===== src/rtl/lvd_pkg.sv =====
package lvd_pkg;
  localparam int MODE_W = 3;

  typedef enum logic [MODE_W-1:0] {
    PM_HSRUN = 3'd0,
    PM_RUN   = 3'd1,
    PM_STOP1 = 3'd2,
    PM_STOP2 = 3'd3,
    PM_VLPR  = 3'd4,
    PM_VLPS  = 3'd5
  } pwr_mode_e;

  typedef enum logic {
    REG_FULL = 1'b0,
    REG_LOW  = 1'b1
  } reg_mode_e;

  // Flag slot indices inside the per-channel vectors
  localparam int CH_DET  = 0;
  localparam int CH_WARN = 1;
  localparam int NUM_CH  = 2;
endpackage


===== src/rtl/lvd_sync.sv =====
module lvd_sync #(
  parameter int WIDTH  = 2,
  parameter int STAGES = 2
) (
  input  logic             clk,
  input  logic             rst_n,
  input  logic [WIDTH-1:0] din,
  output logic [WIDTH-1:0] dout
);
  logic [STAGES-1:0][WIDTH-1:0] pipe;

  generate
    if (STAGES == 1) begin : g_one
      always_ff @(posedge clk or negedge rst_n) begin
        if (!rst_n) pipe <= '0;
        else        pipe <= din;
      end
    end else begin : g_many
      always_ff @(posedge clk or negedge rst_n) begin
        if (!rst_n) pipe <= '0;
        else        pipe <= {pipe[STAGES-2:0], din};
      end
    end
  endgenerate

  assign dout = pipe[STAGES-1];
endmodule


===== src/rtl/lvd_mode_decode.sv =====
module lvd_mode_decode
  import lvd_pkg::*;
(
  input  logic [MODE_W-1:0] mode_code,
  output reg_mode_e         reg_mode
);
  always_comb begin
    case (mode_code)
      PM_VLPR, PM_VLPS: reg_mode = REG_LOW;
      default:          reg_mode = REG_FULL;
    endcase
  end
endmodule


===== src/rtl/lvd_sticky_flag.sv =====
module lvd_sticky_flag (
  input  logic clk,
  input  logic rst_n,
  input  logic disable_i,
  input  logic below_i,
  input  logic ack_i,
  output logic flag_o
);
  logic flag_nxt;

  always_comb begin
    flag_nxt = flag_o;
    if (disable_i)      flag_nxt = 1'b0;
    else if (below_i)   flag_nxt = 1'b1;
    else if (ack_i)     flag_nxt = 1'b0;
  end

  always_ff @(posedge clk or negedge rst_n) begin
    if (!rst_n) flag_o <= 1'b0;
    else        flag_o <= flag_nxt;
  end
endmodule


===== src/rtl/lvd_flag_ctrl.sv =====
module lvd_flag_ctrl
  import lvd_pkg::*;
#(
  parameter int SYNC_STAGES = 2
) (
  input  logic              clk,
  input  logic              rst_n,
  input  logic [MODE_W-1:0] pwr_mode,
  input  logic              below_det_raw,
  input  logic              below_warn_raw,
  input  logic              det_ack,
  input  logic              warn_ack,
  input  logic              rst_req_en,
  output logic              det_flag,
  output logic              warn_flag,
  output logic              lv_rst_req,
  output logic              reg_lowpwr
);
  logic [NUM_CH-1:0] raw_vec, sync_vec, ack_vec, flag_vec;
  reg_mode_e         reg_mode;
  logic              lp_active;

  assign raw_vec[CH_DET]  = below_det_raw;
  assign raw_vec[CH_WARN] = below_warn_raw;
  assign ack_vec[CH_DET]  = det_ack;
  assign ack_vec[CH_WARN] = warn_ack;

  lvd_mode_decode u_mode (
    .mode_code (pwr_mode),
    .reg_mode  (reg_mode)
  );
  assign lp_active = (reg_mode == REG_LOW);

  lvd_sync #(.WIDTH(NUM_CH), .STAGES(SYNC_STAGES)) u_sync (
    .clk   (clk),
    .rst_n (rst_n),
    .din   (raw_vec),
    .dout  (sync_vec)
  );

  genvar ch;
  generate
    for (ch = 0; ch < NUM_CH; ch++) begin : g_flag
      lvd_sticky_flag u_flag (
        .clk       (clk),
        .rst_n     (rst_n),
        .disable_i (lp_active),
        .below_i   (sync_vec[ch]),
        .ack_i     (ack_vec[ch]),
        .flag_o    (flag_vec[ch])
      );
    end
  endgenerate

  assign det_flag   = flag_vec[CH_DET];
  assign warn_flag  = flag_vec[CH_WARN];
  assign lv_rst_req = rst_req_en & sync_vec[CH_DET] & ~lp_active;
  assign reg_lowpwr = lp_active;
endmodule


===== config.mk =====
export PLATFORM = sky130hd
export DESIGN_NAME = lvd_flag_ctrl
export DESIGN_NICKNAME = d
export VERILOG_FILES = /design/src/rtl/lvd_pkg.sv /design/src/rtl/lvd_sync.sv /design/src/rtl/lvd_mode_decode.sv /design/src/rtl/lvd_sticky_flag.sv /design/src/rtl/lvd_flag_ctrl.sv
export SDC_FILE = /design/constraint.sdc
export NUM_CORES = 1
export LEC_CHECK = 0
export ABC_AREA = 1
export CAP_MARGIN = 25
export CORE_AREA = 4 4 41 43
export CTS_CLUSTER_DIAMETER = 50
export DETAILED_ROUTE_END_ITERATION = 16
export DIE_AREA = 0 0 45 47
export PLACE_DENSITY = 0.43
export SLEW_MARGIN = 10
export SYNTH_ARGS = -nofsm -noshare
export SYNTH_HDL_FRONTEND = slang
export SYNTH_SLANG_ARGS = --single-unit

===== constraint.sdc =====
create_clock -name clk -period 0.95 [get_ports clk]
set_input_delay 0.19 -clock clk [delete_from_list [all_inputs] [get_ports clk]]
set_output_delay 0.19 -clock clk [all_outputs]
set_load 0.1 [all_outputs]

* Word level (Yosys, flattened, before mapping) *
Cells that the tools add are included.
Widths: inputs -> output; s select.

word-level totals
  bits in registers = 6
  input port bits = 10

cells by class
  equality and inequality tests = 2
  mux-type cells = 7
  bitwise logic cells = 3
  reductions and logical operators = 3

operators by type and width
  cell                count
  $mux 1              7
  $eq 3x3->1 const B  2
  $reduce_bool 3->1   2
  $and 1x1->1         2
  $reduce_or 2->1     1
  $not 1->1           1

* Longest topological paths before layout *
  depth after elaboration = 5
  mapped depth = 3
  gate-level depth less buffers = 3

* By module *
Synthesis repeated with hierarchy kept, for this count alone.

second synthesis, totals
  cells, all modules = 20
  area, all modules = 225.2 µm²

by module, submodules not included
  module           times used  cells an instance  area an instance (µm²)  sequential area each (µm²)
  lvd_sync         1           6                  115.1                   100.1
  lvd_sticky_flag  2           5                  45.0                    25.0
  lvd_flag_ctrl    1           2                  10.0                    0.0
  lvd_mode_decode  1           2                  10.0                    0.0

* Least setup slack after synthesis *
OpenSTA, ideal clock, no wires.

  kind = input to output
  start = input port pwr_mode[2]
  end = output port lv_rst_req
  data arrival time = 1224 ps
  required time = 760 ps
  path slack = -464 ps
  cell stages on the path = 3
  path buffers = 0
  cell sequence = inv_1 -> nor2_4 -> nor2_2

between the ends
  word-level cells in the longest chain between the ends = 5
  elaborated cells between the ends (all ways) = 6

ends and longest elaborated chain
  what                 RTL line              text
  start, declared      lvd_flag_ctrl.sv:8    input logic [MODE_W-1:0] pwr_mode,
  $eq 3x3->1           lvd_mode_decode.sv:8  case (mode_code)
  $reduce_or 2->1 (*)  lvd_mode_decode.sv:8
  $mux 1 (*)           lvd_mode_decode.sv:8
  net reg_lowpwr       lvd_flag_ctrl.sv:17   output logic reg_lowpwr
  $not 1->1 (*)        lvd_flag_ctrl.sv:57   assign lv_rst_req = rst_req_en & sync_vec[CH_DET] & ~lp_active;
  $and 1x1->1 (*)      lvd_flag_ctrl.sv:57
  end, declared        lvd_flag_ctrl.sv:16   output logic lv_rst_req,

The timed path passes the listed nets; every way through them passes the cells marked *.

* Worst setup path after layout *
  start = register u_sync.pipe (netlist bit u_sync.dout[0])
  end = output port lv_rst_req

between the ends
  word-level cells in the longest chain between the ends = 2

ends and longest elaborated chain
  what                       RTL line             text
  start, declared            lvd_sync.sv:10       logic [STAGES-1:0][WIDTH-1:0] pipe;
  start signal, assigned     lvd_sync.sv:21       else pipe <= {pipe[STAGES-2:0], din};
  $and 1x1->1 (2 in series)  lvd_flag_ctrl.sv:57

Every way passes these cells.

==> results.sh <==
export IMPL_cp_required_ns=0.76
export IMPL_fin_hold_ws_ns=0.176
export IMPL_syn_area_um2=215
export IMPL_synth_fp_nets=28
export IMPL_seq_area_um2=158
export IMPL_grt_overflow=0
export IMPL_worst_slack_ns=-0.190
export IMPL_finalClockSkew_ns=0.0139
export IMPL_cp_end_kind="output port"
export IMPL_leakagePower_nw=0.212
export IMPL_clock_path_buffers=2
export IMPL_violations="setup timing"
export IMPL_synthCells=18
export IMPL_avgViaCountPerCell=3.29
export IMPL_worst_r2r_path_depth=3
export IMPL_num_rows=13
export IMPL_maxCapViolations=0
export IMPL_path_clk_slew_ns=0.05
export IMPL_nNetsFinal=48
export IMPL_grt_antenna_before_repair=0
export IMPL_hold_path_class="in -> async"
export IMPL_start_util=0.165
export IMPL_ys_ff_latch=6
export IMPL_ys_seq_area_frac=0.698
export IMPL_tightestPinTransition_ns=0.257
export IMPL_drt_iter0_drc=4
export IMPL_synth_distinct_cells=6
export IMPL_core_um2=1300
export IMPL_regToRegStartpoint="u_sync.dout[0]$_DFF_PN0_"
export IMPL_reg2reg_to="g_flag[0].u_flag.flag_o$_DFFE_PN0P_"
export IMPL_io_buffers=12
export IMPL_n_fill_cell=142
export IMPL_irDropWorstVdd_mv=0.852
export IMPL_drt_antenna_violating_nets=0
export IMPL_drv_slew=0
export IMPL_start_kind="flip-flop"
export IMPL_firstDrtPassIters=4
export IMPL_clockRootBuffer="clkbuf_4"
export IMPL_cts_sinks=6
export IMPL_drive_above_1_share=0.541
export IMPL_hold_viol=0
export IMPL_drc=0
export IMPL_synthTopCellsByArea="dfrtp_1 70%, inv_1 8.7%, a21oi_2 8.1%"
export IMPL_worstPathArrival_ns=0.95
export IMPL_grt_usage=0.0478
export IMPL_clock_latency_ns=0.24
export IMPL_hold_buffers=0
export IMPL_ios=14
export IMPL_die_width_um=45
export IMPL_detailed_place_area_um2=427
export IMPL_routedWlPerCell_um=8.69
export IMPL_synth_area_per_cell_um2=12.0
export IMPL_setup_viol=3
export IMPL_rrSetupSlack_ns=0.21
export IMPL_die_y_um=47
export IMPL_die_area_um2=2120
export IMPL_relSlewSlack=0.828
export IMPL_grt_max_degree=7
export IMPL_finalInstanceArea_um2=459
export IMPL_grt_setup_unrepaired="yes"
export IMPL_synth_top_area_cell="dfrtp_1"
export IMPL_htree_levels=1
export IMPL_numCtsBuffers=3
export IMPL_critical_path_peak_fanout=2
export IMPL_synth_top_cell_area_share=0.698
export IMPL_grt_pass1_wl_um=669
export IMPL_dr_total_vias=171
export IMPL_wirelength_um=452
export IMPL_period_minus_slack_ns=1.14
export IMPL_multiInputGateArea_um2=53.8
export IMPL_gp_congestion=0.678
export IMPL_diodes=0
export IMPL_path_class="reg -> out"
export IMPL_layout_common_cells="5 x clkdlybuf4s50_1, 4 x inv_1, 4 x buf_12, 4 x dfrtp_1"
export IMPL_synth_warnings=0
export IMPL_p_per_area_nw_per_um2=1640
export IMPL_layout_commonest_cell="clkdlybuf4s50_1"
export IMPL_syn2layout_area_growth_pct=113
export IMPL_cts_tree="done"
export IMPL_dp_final_hpwl_um=345
export IMPL_fmaxAchievable_mhz=877
export IMPL_grt_pass1_vias=176
export IMPL_status="finished, violations left"
export IMPL_finalCritPeriodShare=1.20
synth_stat cells, drive strengths merged:
library cell and count:
a21oi 2, inv 5, nor2 2, dfrtp 6, nand2 3
stage by stage:
step                      TNS (ns)  setup WS [ns]   util  power, mW  instances
after floorplan             -0.285         -0.285      -      0.401         18
after global placement       -1.73         -0.497  0.328      0.505         46
after detailed placement     -1.76         -0.503  0.328      0.506         46
after CTS                   -0.544         -0.237  0.347      0.764         51
after global routing        -0.579         -0.233  0.353      0.804         52
final                       -0.476         -0.190  0.353      0.752         52
sequential cells by signal, indices dropped and copies added, names as in the netlist:
| signal | cells |
|---|---|
| u_sync.pipe | 2 |
| g_flag.u_flag.flag_o | 2 |
| u_sync.dout | 2 |
critical path, stage by stage, from the launching register on:
cell and delay, ns:
dfrtp_1 0.36, nand2_2 0.07, nor2_4 0.10, buf_12 0.18
final cells by class:
type,instances,share of cell area
Multi-Input combinational cell,7,0.117
Clock buffer,4,0.0572
Inverter,5,0.0681
Sequential cell,6,0.343
Timing Repair Buffer,15,0.373
Tap cell,15,0.0409
what timing repair did:
item,CTS,global route
pin swaps,3,1
hold endpoints to repair,0,0
setup buffers,1,1
resized for setup,10,0
setup endpoints to repair,6,3
worst max path at each step:
stage	start	endpoint	slack (ns)	cells after the start
after floorplan	pwr_mode[2]	lv_rst_req	-0.29	3
after global placement	pwr_mode[2]	lv_rst_req	-0.50	5
after detailed placement	pwr_mode[2]	lv_rst_req	-0.50	5
after CTS	u_sync.dout[0]$_DFF_PN0_	lv_rst_req	-0.24	3
after global routing	u_sync.dout[0]$_DFF_PN0_	lv_rst_req	-0.23	3
final	u_sync.dout[0]$_DFF_PN0_	lv_rst_req	-0.19	3
metal layers:
layer	vias up	global-route usage	wire length, µm
met1	71	0.0420	197
li1	89	-	-
met3	0	0.0460	57
met4	0	0.0175	0
met2	11	0.0763	197
met5	-	0	0
power breakdown:
group          total (mW)  switching (mW)  internal [mW]  leakage [nW]
clock network       0.250          0.0915          0.159        0.0150
registers           0.288          0.0109          0.277        0.0683
logic               0.214           0.125         0.0884         0.128
cell families after synthesis:
| family | share of synthesized area |
|---|---|
| AOI/OAI and AO/OA | 0.0814 |
| and+or+nand+nor | 0.134 |
| DFF | 0.698 |
| buffers and inverters | 0.0872 |
(Power assumes the default switching activity.)
